===== src/rtl/fpsr_pkg.sv =====
package fpsr_pkg;
    parameter int DATA_W    = 32;
    parameter int NEXC      = 5;
    parameter int RM_W      = 2;
    parameter int FLAG_LSB  = 2;
    parameter int EN_LSB    = 7;
    parameter int CAUSE_LSB = 12;
    parameter int COND_BIT  = 17;
    parameter int DNRM_BIT  = 18;
    parameter int CODE_W    = 12;
    parameter logic [RM_W-1:0]   RM_TRUNC = 2'b01;
    parameter logic [CODE_W-1:0] EXC_CODE = 12'h120;

    localparam int USED_W = DNRM_BIT + 1;
    localparam logic [DATA_W-1:0] WR_MASK =
        {{(DATA_W-USED_W){1'b0}}, {USED_W{1'b1}}};

    typedef struct packed {
        logic [DATA_W-1:0] csr;
        logic              req;
    } fpsr_state_t;
endpackage


===== src/rtl/fpsr_exc_eval.sv =====
module fpsr_exc_eval #(
    parameter int NEXC = 5
) (
    input  logic [NEXC-1:0] exc_in,
    input  logic [NEXC-1:0] cause_q,
    input  logic [NEXC-1:0] en_q,
    output logic [NEXC-1:0] flags_nx,
    output logic [NEXC-1:0] cause_nx,
    output logic            raise
);
    logic [NEXC-1:0] hit;

    for (genvar i = 0; i < NEXC; i++) begin : g_cond
        assign flags_nx[i] = exc_in[i];
        assign cause_nx[i] = cause_q[i] | exc_in[i];
        assign hit[i]      = cause_nx[i] & en_q[i];
    end

    assign raise = |hit;
endmodule


===== src/rtl/fpsr_rm_decode.sv =====
module fpsr_rm_decode #(
    parameter int              RM_W     = 2,
    parameter logic [RM_W-1:0] RM_TRUNC = 2'b01
) (
    input  logic [RM_W-1:0] rm,
    input  logic            dnrm,
    output logic            trunc,
    output logic            ftz
);
    assign trunc = (rm == RM_TRUNC);
    assign ftz   = dnrm;
endmodule


===== src/rtl/fp_status_unit.sv =====
module fp_status_unit
    import fpsr_pkg::*;
(
    input  logic              clk,
    input  logic              rst_n,
    input  logic              op_done,
    input  logic [NEXC-1:0]   op_exc,
    input  logic              cmp_valid,
    input  logic              cmp_unordered,
    input  logic              cmp_true,
    input  logic              sw_we,
    input  logic [DATA_W-1:0] sw_wdata,
    output logic [DATA_W-1:0] rd_data,
    output logic              rnd_trunc,
    output logic              flush_zero,
    output logic              exc_req,
    output logic [CODE_W-1:0] exc_code
);
    fpsr_state_t st_d, st_q;

    logic [NEXC-1:0] flags_nx, cause_nx;
    logic            raise;
    logic            upd_ev;

    assign upd_ev = op_done | (cmp_valid & cmp_unordered);

    fpsr_exc_eval #(.NEXC(NEXC)) u_eval (
        .exc_in   (op_exc),
        .cause_q  (st_q.csr[CAUSE_LSB +: NEXC]),
        .en_q     (st_q.csr[EN_LSB +: NEXC]),
        .flags_nx (flags_nx),
        .cause_nx (cause_nx),
        .raise    (raise)
    );

    fpsr_rm_decode #(.RM_W(RM_W), .RM_TRUNC(RM_TRUNC)) u_rm (
        .rm    (st_q.csr[RM_W-1:0]),
        .dnrm  (st_q.csr[DNRM_BIT]),
        .trunc (rnd_trunc),
        .ftz   (flush_zero)
    );

    always_comb begin
        st_d     = st_q;
        st_d.req = 1'b0;
        if (upd_ev) begin
            st_d.csr[FLAG_LSB +: NEXC]  = flags_nx;
            st_d.csr[CAUSE_LSB +: NEXC] = cause_nx;
            st_d.req                    = raise;
        end
        if (cmp_valid && !cmp_unordered) begin
            st_d.csr[COND_BIT] = cmp_true;
        end
        if (sw_we && !upd_ev && !cmp_valid) begin
            st_d.csr = sw_wdata & WR_MASK;
        end
    end

    always_ff @(posedge clk) begin
        if (!rst_n) begin
            st_q <= '0;
        end else begin
            st_q <= st_d;
        end
    end

    assign rd_data  = st_q.csr;
    assign exc_req  = st_q.req;
    assign exc_code = EXC_CODE;
endmodule


===== config.mk =====
export PLATFORM = sky130hd
export DESIGN_NAME = fp_status_unit
export DESIGN_NICKNAME = d
export VERILOG_FILES = /design/src/rtl/fpsr_pkg.sv /design/src/rtl/fpsr_exc_eval.sv /design/src/rtl/fpsr_rm_decode.sv /design/src/rtl/fp_status_unit.sv
export SDC_FILE = /design/constraint.sdc
export NUM_CORES = 1
export LEC_CHECK = 0
export ABC_AREA = 0
export BUFFER_PORTS_ARGS = -buffer_cell sky130_fd_sc_hd__buf_2
export CORE_MARGIN = 4
export CORE_UTILIZATION = 31
export CTS_BUF_LIST = sky130_fd_sc_hd__clkbuf_16
export CTS_CLUSTER_SIZE = 20
export DETAILED_ROUTE_END_ITERATION = 12
export PLACE_DENSITY = 0.68
export SLEW_MARGIN = 25
export SYNTH_ARGS = -nofsm -noshare
export SYNTH_HDL_FRONTEND = slang
export SYNTH_SLANG_ARGS = --single-unit

===== constraint.sdc =====
create_clock -name clk -period 1.4 [get_ports clk]
set_input_delay 0 -clock clk [delete_from_list [all_inputs] [get_ports clk]]
set_output_delay 0 -clock clk [all_outputs]
set_load 0.01 [all_outputs]

# Yosys cells after proc, flatten, opt, wreduce, memory -nomap -nowiden
# Index checks and enable logic that the tools add are counted.
[totals]
register_bits = 20
inputBits = 44
elab_cells = 31
[classes]
eq_ne = 1
mux = 4
n_bitwise = 12
n_reduce_logical = 10
[op_table]
columns = ["op", "n"]
rows = [
  ["2-to-1 mux 18 bit", 1],
  ["2-to-1 mux 5 bit", 2],
  ["AND 1 bit", 6],
  ["OR 1 bit", 6],
  ["OR reduction 5 bit", 1],
  ["nonzero test 2 bit", 2],
  ["logical AND 1 bit", 3],
  ["logical NOT 1 bit", 3],
  ["equality test 2 x 1 -> 1 bit (second input constant)", 1],
  ["AND reduction 2 bit", 1],
  ["2-to-1 mux 1 bit", 1],
]

# Longest topological paths before layout
# Gate-level depths: netlist of run 1.
[depth]
word_depth = 6
depth_mapped = 5

# By module
# From an unflattened synthesis of run 1, not the netlist that was laid out.
[hier_totals]
cells_unflattened = 133
area_unflattened_um2 = 1178.6
[modules_own_cells]
columns = ["module", "instances", "cells_each", "area_each_um2", "seq_area_each_um2"]
rows = [
  ["fp_status_unit", 1, 117, 1063.5, 400.4],
  ["fpsr_exc_eval", 1, 14, 93.8, 0.0],
  ["fpsr_rm_decode", 1, 2, 21.3, 0.0],
]

# Worst setup path before layout of run 1
# Ideal clock, no wire load.
[synth_timing]
path_kind = "register to register"
from = "register st_q (netlist bit rd_data[15])"
to = "register st_q (netlist bit exc_req)"
setup_time_ns = 0.091
t_arrival_ns = 0.848
t_required_ns = 1.309
slack_ns = 0.461
path_stages_with_launch = 4
period_less_slack_ns = 0.939
path_cell_list = "dfxtp_1 > o21ai_0 > and3_1 > a311oi_1"
[synth_between]
elab_chain_len = 3
[synth_rtl]
columns = ["item", "line", "text"]
rows = [
  ["start, declared", "fp_status_unit.sv:19", "fpsr_state_t st_d, st_q;"],
  ["start signal, assigned", "fp_status_unit.sv:63", "st_q <= st_d;"],
  ["OR 1 bit", "fpsr_exc_eval.sv:15", "assign cause_nx[i] = cause_q[i] | exc_in[i];"],
  ["AND 1 bit", "fpsr_exc_eval.sv:16", "assign hit[i] = cause_nx[i] & en_q[i];"],
  ["OR reduction 5 bit", "fpsr_exc_eval.sv:19", "assign raise = |hit;"],
]
# Every way passes these cells.
# A chain may end at the register's enable or synchronous reset.

# Final worst setup path of run 1
# Ends and elaborated chain as after synthesis.

==> results of run 1 <==
-- layer usage --
layer / track usage, % / up-vias / wire (um)
met5: 0 / - / 0
met4: 3.89 / 0 / 30
met3: 4.10 / 2 / 254
met2: 22.0 / 48 / 1340
met1: 14.1 / 429 / 1010
li1: - / 497 / -
-- cells by family (layout without fill, tap and decap cells) --
logic type,Yosys count,count (layout),share of synthesized area (%)
buf+inv,32,67,23.1
mux,1,1,0.983
other cells,2,25,0.737
compound gates,31,31,17.8
flops,20,20,39.3
simple gates,43,43,18.1
-- power groups by stage --
stage | clock (W) | sequential [W] | combinational [W]
final | 0.000575 | 0.000624 | 0.000235
after global routing | 0.000624 | 0.000630 | 0.000262
after CTS | 0.000598 | 0.000624 | 0.000235
after detailed placement | 0 | 0.000636 | 0.000218
after global placement | 0 | 0.000635 | 0.000217
after floorplan | 0 | 0.000651 | 0.000159
-- sequential cells by signal (all words and copies together) (netlist names) --
name	cells
exc_req	1
rd_data	19
-- placed cells by master (no fill, tap or decap) --
master / n
inv_1: 1
nor3b_2: 1
a311oi_1: 1
mux2i_1: 1
or3b_1: 1
conb_1: 25
clkbuf_16: 3
nand2_1: 36
nand3_1: 1
a31oi_1: 10
o21ai_1: 4
dfxtp_1: 20
nor2b_1: 2
nor2_1: 1
buf_4: 2
dlygate4sd3_1: 8
a21oi_1: 9
buf_2: 52
and3_1: 1
clkinv_1: 1
a21o_1: 1
a211oi_2: 1
o21ai_0: 5
-- worst min-delay path: stages --
cell,delay [ns]
buf_2,0.09
nand2_1,0.04
a31oi_1,0.07
-- path summary, 6_finish.rpt --
path | endpoint | slack, ns | depth (start not counted) | start
max | exc_req | 0.45 | 3 | rd_data[15]
min | rd_data[12] | 0.01 | 3 | sw_wdata[12]
max reg2reg | exc_req | 0.45 | 3 | rd_data[15]
min reg2reg | rd_data[18] | 0.47 | 2 | rd_data[18]
-- layout make-up --
| cell class | count | area share [%] |
|---|---|---|
| Clock buffer | 3 | 5.51 |
| Clock inverter | 1 | 0.275 |
| Inverter | 1 | 0.275 |
| Multi-Input combinational cell | 100 | 34.4 |
| Sequential cell | 20 | 29.4 |
| Tap cell | 44 | 4.04 |
| Timing Repair Buffer | 62 | 26.1 |
-- metrics by stage --
step	setup slack (ns)	area, sq um
6_report	0.450	1360
5_1_grt	0.370	1360
4_1_cts	0.446	1360
3_5_place_dp	0.331	1200
3_3_place_gp	0.330	1200
2_1_floorplan	0.461	1100
==> metrics.csv, run 1 <==
metric;value;unit
# IOs;91;
Buf/Inv on CP;0;
post-synth top area share;39.3;%
area of the multi-input gates;469;sq um
Horiz. Die Dim;65.3;um
Final min period;0.950;ns
Synth area leaders;dfxtp_1, buf_4, nand2_1;
clk_skew;0.000635;ns
top-count cell post-synth;nand2_1;
PwrDens;1050;nW/um^2
Worst Setup Path Type;register to register;
worst-margin pin slew;0.554;ns
DRC;0;
top_reg_cell synth;dfxtp_1;
VDD IR max;0.000671;V
Total Nets Final;232;
largest net degree at the start of global routing;25;
flops & latches, synth;20;
Syn Inst Count;129;
Post-CTS Setup Bufs;0;
Clock power frac;40.1;%
cell family with most CP delay;flip-flops;
final hold viol count;0;
FFs w/ async S/R, synth;0;%
CTS Buffer Depth;2;
Slew headroom;63.0;%
hold buffer count at CTS;8;
Slowest cell on crit path;dfxtp_1;
Yosys Warn Count;0;
share of cells above drive strength 1;31.6;%
dpl hpwl;1940;um
WL final;2630;um
via count;976;
P_leak;0.668;nW
Layout area overhead;33.8;%
Final Total Pwr;0.00143;W
total CTS buffers;3;
RSZ-0062 raised after global routing;no;
Slew Limit Fails;0;
DP Cell Count;219;
First-pass DRT Iterations;4;
Arr. time, crit path;1.11;ns
register area share after synthesis;39.3;%
Worst-Skew Late Latency;0.25;ns
non-filler cells, final;231;
synthesized area;1020;sq um
Rows;20;
startpoint types;register;
ant diodes;0;
Worst Hold Class;input port to register;
Synth Area per Inst;7.90;sq um
Int Pwr;0.00108;W
Starting Density;32.8;%
switching share of power;24.4;%
antenna violations before repair;0;
EDFF count, synth;0;
H-tree depth;1;
post-synth cell types;22;
setup tns final;0;ns
Tot GR Track Use;12.5;%
total congestion overflow;0;
Final Util;43.9;%
critical-path cell list;o21ai_0 -> and3_1 -> a311oi_1;
max cap viols;0;
vias in the first global route;862;
worst-path fanout max;3;
Worst-path clk slew;0.05;ns
gpl congestion;0.737;
Root Driver;clkbuf_16;
Die ar.;4270;sq um
violation count after the first detailed-route iteration;80;
CTS Sinks;20;
status;completed;
fmax;1.05;GHz
IO Port Bufs;52;
Via density;4.23;
Placeable Area;3100;sq um
Seq pwr share;43.5;%
post-route antenna net violation count;0;
Fill cells;341;
WHS;0.0148;ns
Yosys top cell by area;dfxtp_1;
Final period util;67.8;%
final setup fails;0;
Critical Path Sink Type;register;
most instantiated cells after synthesis;nand2_1, buf_4, dfxtp_1, a31oi_1, a21oi_1;
worst stage delay on the critical path;0.34;ns
register area;400;sq um
cts repair resizes;0;
Crit path required time;1.56;ns
first-pass GRT wire length;4030;um
CTS tree;built;
Net Sw Power;0.000350;W
Die Ht;65.3;um
combinational fraction of design power;16.4;%
wire per inst;11.4;um
Note: power is estimated with default switching activity, not from simulation.
==> run 2, diff against run 1 <==
==> constraint.sdc (replaced) <==
create_clock -name clk -period 0.9 [get_ports clk]
set_input_delay 0 -clock clk [delete_from_list [all_inputs] [get_ports clk]]
set_output_delay 0 -clock clk [all_outputs]
set_load 0.01 [all_outputs]
==> run 2 against run 1 <==
Effect of this change:
- die area unchanged
- largest power group unchanged
- wire length rose by 2.5%
- via count increased by 5.7%
- flip-flop and latch count stayed put
- sequential power is 55% higher
- register-to-register slack got worse by 0.42 ns
- combinational power increased by 77%
- global-route usage decreased by 0.15 points
- critical path depth is the same
- clock skew increased by 0.0032 ns
==> metrics.csv, run 2 (synthesis results as in run 1) <==
metric;value;unit;change
Int Pwr;0.00173;W;+59%
largest net degree at the start of global routing;14;;-44%
violation count after the first detailed-route iteration;38;;-53%
Worst Setup Path Type;register to register;;
Net Sw Power;0.000581;W;+66%
max reg flops;19;;unchanged
most frequent cells in the layout;buf_2, nand2_1, conb_1;;
Worst-path clk slew;0.06;ns;about the same
Slew Limit Fails;0;;unchanged
switching share of power;25.2;%;+0.78 points
ant diodes;0;;unchanged
reg2reg end;exc_req;;
via count;1032;;+5.7%
hold depth;3;;unchanged
Arr. time, crit path;1.03;ns;-0.08 ns
Placeable Area;3100;sq um;unchanged
worst-path fanout max;2;;-1
first-pass GRT wire length;4060;um;+0.69%
IO Port Bufs;52;;unchanged
CTS Buffer Depth;2;;unchanged
DP Cell Count;231;;+5.5%
First-pass DRT Iterations;4;;unchanged
Total Nets Final;245;;+5.6%
Die Ht;65.3;um;unchanged
Final period util;96.3;%;+28 points
CTS Sinks;20;;unchanged
reg-to-reg startpoint;rd_data[13];;
wire per inst;11.0;um;-3.0%
Worst-Skew Late Latency;0.25;ns;about the same
RSZ-0062 raised after global routing;yes;;
H-tree depth;1;;unchanged
dpl hpwl;2170;um;+12%
Root Driver;clkbuf_16;;
Cell Area, Placed;1300;sq um;+8.0%
P_leak;0.735;nW;+10%
Critical Path Sink Type;register;;
PwrDens;1570;nW/um^2;+49%
gpl congestion;0.763;;+3.6%
setup tns final;0;ns;unchanged
post-route antenna net violation count;0;;unchanged
non-filler cells, final;244;;+5.6%
Worst Hold Class;input port to register;;
VDD IR max;0.000588;V;-12%
Seq pwr share;42.0;%;-1.5 points
Worst Reg-to-Reg Cells;3;;unchanged
Die ar.;4270;sq um;unchanged
final setup fails;0;;unchanged
total congestion overflow;0;;unchanged
Starting Density;32.8;%;unchanged
share of cells above drive strength 1;39.0;%;+7.4 points
DRC;0;;unchanged
antenna violations before repair;0;;unchanged
Tot GR Track Use;12.3;%;-0.15 points
max cap viols;0;;unchanged
# IOs;91;;unchanged
Clock power frac;40.0;%;about the same
status;completed;;
hold path start;sw_wdata[15];;
reg2reg setup slack;0.03;ns;-0.42 ns
total CTS buffers;3;;unchanged
vias in the first global route;976;;+13%
hold path endpoint;rd_data[15];;
clk_skew;0.00386;ns;+0.00322 ns
final hold viol count;0;;unchanged
post-route cell area;1470;sq um;+7.7%
startpoint types;register;;
Rows;20;;unchanged
combinational fraction of design power;18.0;%;+1.6 points
fmax;1.15;GHz;+9.6%
CTS tree;built;;
Final min period;0.867;ns;-0.0829 ns
Via density;4.23;;+0.10%
commonest non-fill, non-tap cell in the layout;buf_2;;
Crit path required time;1.06;ns;-0.50 ns
Horiz. Die Dim;65.3;um;unchanged
WL final;2700;um;+2.5%
Layout area overhead;44.1;%;
## run 2: worst max path at each step
| stage | from | endpoint | slack [ns] | cells after the start |
|---|---|---|---|---|
| 2_1_floorplan | rd_data[8] | exc_req | 0.0007 | 3 |
| 3_3_place_gp | cmp_valid | rd_data[17] | -0.07 | 5 |
| 4_1_cts | rd_data[13] | exc_req | 0.00003 | 3 |
| 5_1_grt | rd_data[14] | exc_req | -0.008 | 3 |
| 3_5_place_dp | cmp_valid | rd_data[2] | -0.11 | 5 |
| 6_report | rd_data[13] | exc_req | 0.03 | 3 |
## run 2: metal layers
metal | part of all wire (%) | track usage, % | wire (um)
met5 | 0 | 0 | 0
met4 | 0.85 | 5.44 | 23
met3 | 9.2 | 2.56 | 247
met2 | 51 | 22.1 | 1370
met1 | 39 | 13.9 | 1060
## run 2: final cells by class
| type | count | area [sq um] |
|---|---|---|
| Fill cell | 334 | 1640 |
| Multi-Input combinational cell | 100 | 469 |
| Timing Repair Buffer | 75 | 453 |
| Sequential cell | 20 | 408 |
| Clock buffer | 3 | 75.1 |
| Tap cell | 44 | 55.1 |
| Clock inverter | 1 | 3.75 |
| Inverter | 1 | 3.75 |
## run 2: metrics by stage
stage	hold WS, ns	util, %	total power (W)	worst slack, ns
floorplan	0.128	-	0.00126	0.000691
global placement	0.240	41.9	0.00137	-0.0690
detailed placement	0.245	41.9	0.00137	-0.113
CTS	0.00536	47.3	0.00232	0.0000332
global route	0.0230	47.3	0.00240	-0.00849
finish	0.00498	47.3	0.00231	0.0330
## run 2: critical path, stage by stage (launching register included)
cell,delay (ns)
dfxtp_2,0.33
o21ai_1,0.07
and3_1,0.19
a311oi_1,0.19
## run 2: timing repair
action                                  in CTS  in global routing
endpoints found under the setup margin       1                  2
buffers inserted                             1                  0
hold buffers                                 8                  0
hold endpoints to repair                     8                  0
pin swaps                                    2                  1
gates resized for setup                      1                  2
## run 2: power by group through the flow
stage | registers (W) | logic [W] | clock network, W
after floorplan | 0.00102 | 0.000249 | 0
after global routing | 0.000978 | 0.000462 | 0.000962
after global placement | 0.000987 | 0.000380 | 0
after CTS | 0.000970 | 0.000417 | 0.000936
after detailed placement | 0.000989 | 0.000383 | 0
final | 0.000970 | 0.000417 | 0.000923
==> run 3, diff against run 2 <==
--- a/config.mk
+++ b/config.mk
@@ -5,14 +5,15 @@
 export SDC_FILE = /design/constraint.sdc
 export NUM_CORES = 1
 export LEC_CHECK = 0
-export ABC_AREA = 0
+export ABC_AREA = 1
 export BUFFER_PORTS_ARGS = -buffer_cell sky130_fd_sc_hd__buf_2
 export CORE_MARGIN = 4
 export CORE_UTILIZATION = 31
 export CTS_BUF_LIST = sky130_fd_sc_hd__clkbuf_16
 export CTS_CLUSTER_SIZE = 20
 export DETAILED_ROUTE_END_ITERATION = 12
-export PLACE_DENSITY = 0.68
+export GPL_TIMING_DRIVEN = 1
+export PLACE_DENSITY = 0.65
 export SLEW_MARGIN = 25
 export SYNTH_ARGS = -nofsm -noshare
 export SYNTH_HDL_FRONTEND = slang
==> run 3 against run 2 <==
Effect of this change:
- cell area increased by 2.6%
- register-to-register slack improved by 0.02 ns
- critical path depth grew 3
- sequential share of layout area decreased by 0.80 points
- wire length is 4.8% higher
- worst setup slack better by 0.022 ns
- flip-flop and latch count stayed put
- die area increased by 14%
- clock skew decreased by 0.0027 ns
- non-clock buffer count down 17
- hold slack worse by 0.0038 ns
- critical endpoint unchanged
==> metrics.csv, run 3 <==
metric;value;unit;change
status;completed;;
Slowest cell on crit path;dfxtp_2;;
violation count after the first detailed-route iteration;95;;+150%
CTS Sinks;20;;unchanged
reg-to-reg startpoint;rd_data[13];;
Synth area leaders;dfxtp_1, buf_4, nand2_1;;
final setup fails;0;;unchanged
fmax;1.18;GHz;+2.6%
Most Used Layer, Global Route;met2;;
Tot GR Track Use;11.7;%;-0.60 points
vias in the first global route;1069;;+9.5%
First-pass DRT Iterations;4;;unchanged
dpl hpwl;2270;um;+4.7%
Horiz. Die Dim;69.7;um;+6.6%
VDD IR max;0.000573;V;-2.5%
Yosys Warn Count;0;;unchanged
Setup WS pre-CTS;-0.0146;ns;+0.0979 ns
setup ws final;0.0548;ns;+0.0218 ns
register area;407;sq um;-0.31%
Crit. Startpoint;rd_data[13];;
share of cells above drive strength 1;33.8;%;-5.2 points
Via density;4.01;;-5.3%
Crit path required time;1.05;ns;about the same
worst stage delay on the critical path;0.32;ns;about the same
Post-CTS Setup Bufs;0;;-1
Worst Setup Path Type;register to register;;
top_reg_cell synth;dfxtp_1;;
most frequent cells in the layout;buf_2, nand2_1, conb_1;;
max cap viols;0;;unchanged
DRC;0;;unchanged
DP Cell Count;276;;+19%
cts repair resizes;0;;-1
antenna violations before repair;0;;unchanged
via count;1118;;+8.3%
Worst-path clk slew;0.05;ns;about the same
# IOs;91;;unchanged
Yosys top cell by area;dfxtp_1;;
Layout area overhead;27.8;%;
largest net degree at the start of global routing;13;;-1
first-pass GRT wire length;4660;um;+15%
Total Nets Final;277;;+13%
adder-cell area share of the yosys netlist;0;%;unchanged
CTS Buffer Depth;2;;unchanged
register area share after synthesis;34.0;%;-5.3 points
post-synthesis mux area share;0;%;-0.98 points
Slew Limit Fails;0;;unchanged
met3 usage;3.77;%;+1.2 points
hold depth;3;;unchanged
Arr. time, crit path;0.99;ns;-0.04 ns
total congestion overflow;0;;unchanged
wire per inst;10.1;um;-8.3%
flops & latches, synth;20;;unchanged
critical-path cell list;inv_1 -> nand2_2 -> nand2_2 -> nand3_2 -> nor2_2 -> nor2_1;;
grt met1 use;14.6;%;+0.80 points
hold buffer count at CTS;0;;-8
IO Port Bufs;52;;unchanged
total CTS buffers;3;;unchanged
commonest non-fill, non-tap cell in the layout;buf_2;;
Final min period;0.845;ns;-0.0218 ns
largest family of logic cells by synthesized area;buffers and inverters;;
Post-Synth Simple-Gate Area;28.2;%;+10 points
synthesized area;1180;sq um;+16%
non-filler cells, final;279;;+14%
Syn Inst Count;179;;+39%
P_leak;0.864;nW;+18%
post-synth cell types;16;;-27%
max reg flops;19;;unchanged
WL final;2830;um;+4.8%
Worst Hold Class;input port to register;;
Critical Path Sink Type;register;;
most frequent CP cell;nand2_2;;
final hold viol count;0;;unchanged
worst-path fanout max;3;;+1
startpoint types;register;;
gpl congestion;0.753;;-1.3%
RSZ-0062 raised after global routing;yes;;
EDFF count, synth;0;;unchanged
H-tree depth;1;;unchanged
top-count cell post-synth;nand2_1;;
Synth Area per Inst;6.58;sq um;-17%
Worst Setup EP;exc_req;;
Worst Reg-to-Reg Cells;6;;+3
reg2reg setup slack;0.05;ns;+0.02 ns
clk_skew;0.00116;ns;-0.00270 ns
PwrDens;1560;nW/um^2;-0.75%
Rows;22;;+10%
most instantiated cells after synthesis;nand2_1, buf_4, inv_1, nand3_1, dfxtp_1;;
ant diodes;0;;unchanged
Root Driver;clkbuf_16;;
Starting Density;32.2;%;-0.63 points
FFs w/ async S/R, synth;0;%;unchanged
hold path start;sw_wdata[18];;
area of the multi-input gates;549;sq um;+17%
Final period util;93.9;%;-2.4 points
post-synth top area share;34.0;%;-5.3 points
Die ar.;4850;sq um;+14%
Worst-Skew Late Latency;0.25;ns;about the same
XOR/XNOR Fraction of Synth Area;0;%;unchanged
Placeable Area;3660;sq um;+18%
post-route antenna net violation count;0;;unchanged
CTS tree;built;;
Die Ht;69.7;um;+6.6%
reg2reg end;exc_req;;
met2 Track Usage GR;19.0;%;-3.2 points
Synth Area in Compound Gates;8.92;%;-8.9 points
Fill cells;401;;+20%
[run 3: changes by cell type after synthesis, sizes merged, moves of 2 or more]
cell    before  now
nor2         1   19
buf         30   32
a31oi       10    0
clkinv       0    2
inv          1   24
nand3        1   22
nor2b        2    0
a21oi        9   12
[run 3: layout make-up]
type | count | area share [%]
Multi-Input combinational cell | 124 | 36.5
Sequential cell | 20 | 27.0
Timing Repair Buffer | 58 | 21.1
Inverter | 26 | 6.48
Clock buffer | 3 | 4.98
Tap cell | 48 | 3.99
[run 3: per-layer routing]
metal  up-vias  part of all wire, %
met4         0                  1.4
li1        602                    -
met2        44                   46
met5         -                    0
met1       467                   44
met3         5                  8.4
[run 3: kinds of logic after synthesis]
group	Yosys count
AOI/OAI and AO/OA	21
buffers and inverters	58
other	2
and+or+nand+nor	78
DFF	20
[run 3: worst min-delay path by stage]
stage / end
3_3_place_gp: rd_data[10]
3_5_place_dp: rd_data[10]
4_1_cts: rd_data[10]
6_report: rd_data[18]
2_1_floorplan: rd_data[10]
5_1_grt: rd_data[7]
[run 3: per-stage QoR]
stage	power [W]	util, %	TNS (ns)	hold slack, ns	cell area, sq um
6_report	0.00235	41.1	0	0.00116	1510
3_5_place_dp	0.00147	38.4	-0.0892	0.259	1410
4_1_cts	0.00237	40.5	0	0.000874	1480
2_1_floorplan	0.00136	-	0	0.164	1260
5_1_grt	0.00250	41.1	-0.0264	0.0216	1510
3_3_place_gp	0.00147	38.4	0	0.255	1410
[run 3: report_power, final]
part	internal, W	switching (W)
clock	0.000585	0.000301
combinational	0.000193	0.000285
sequential	0.000951	0.0000388
[run 3: worst max-delay path: cells and delay by family (launching register included)]
family	cells	cell delay, ns
flip-flops	1	0.32
AND/OR/NAND/NOR	5	0.36
buffers and inverters	1	0.06
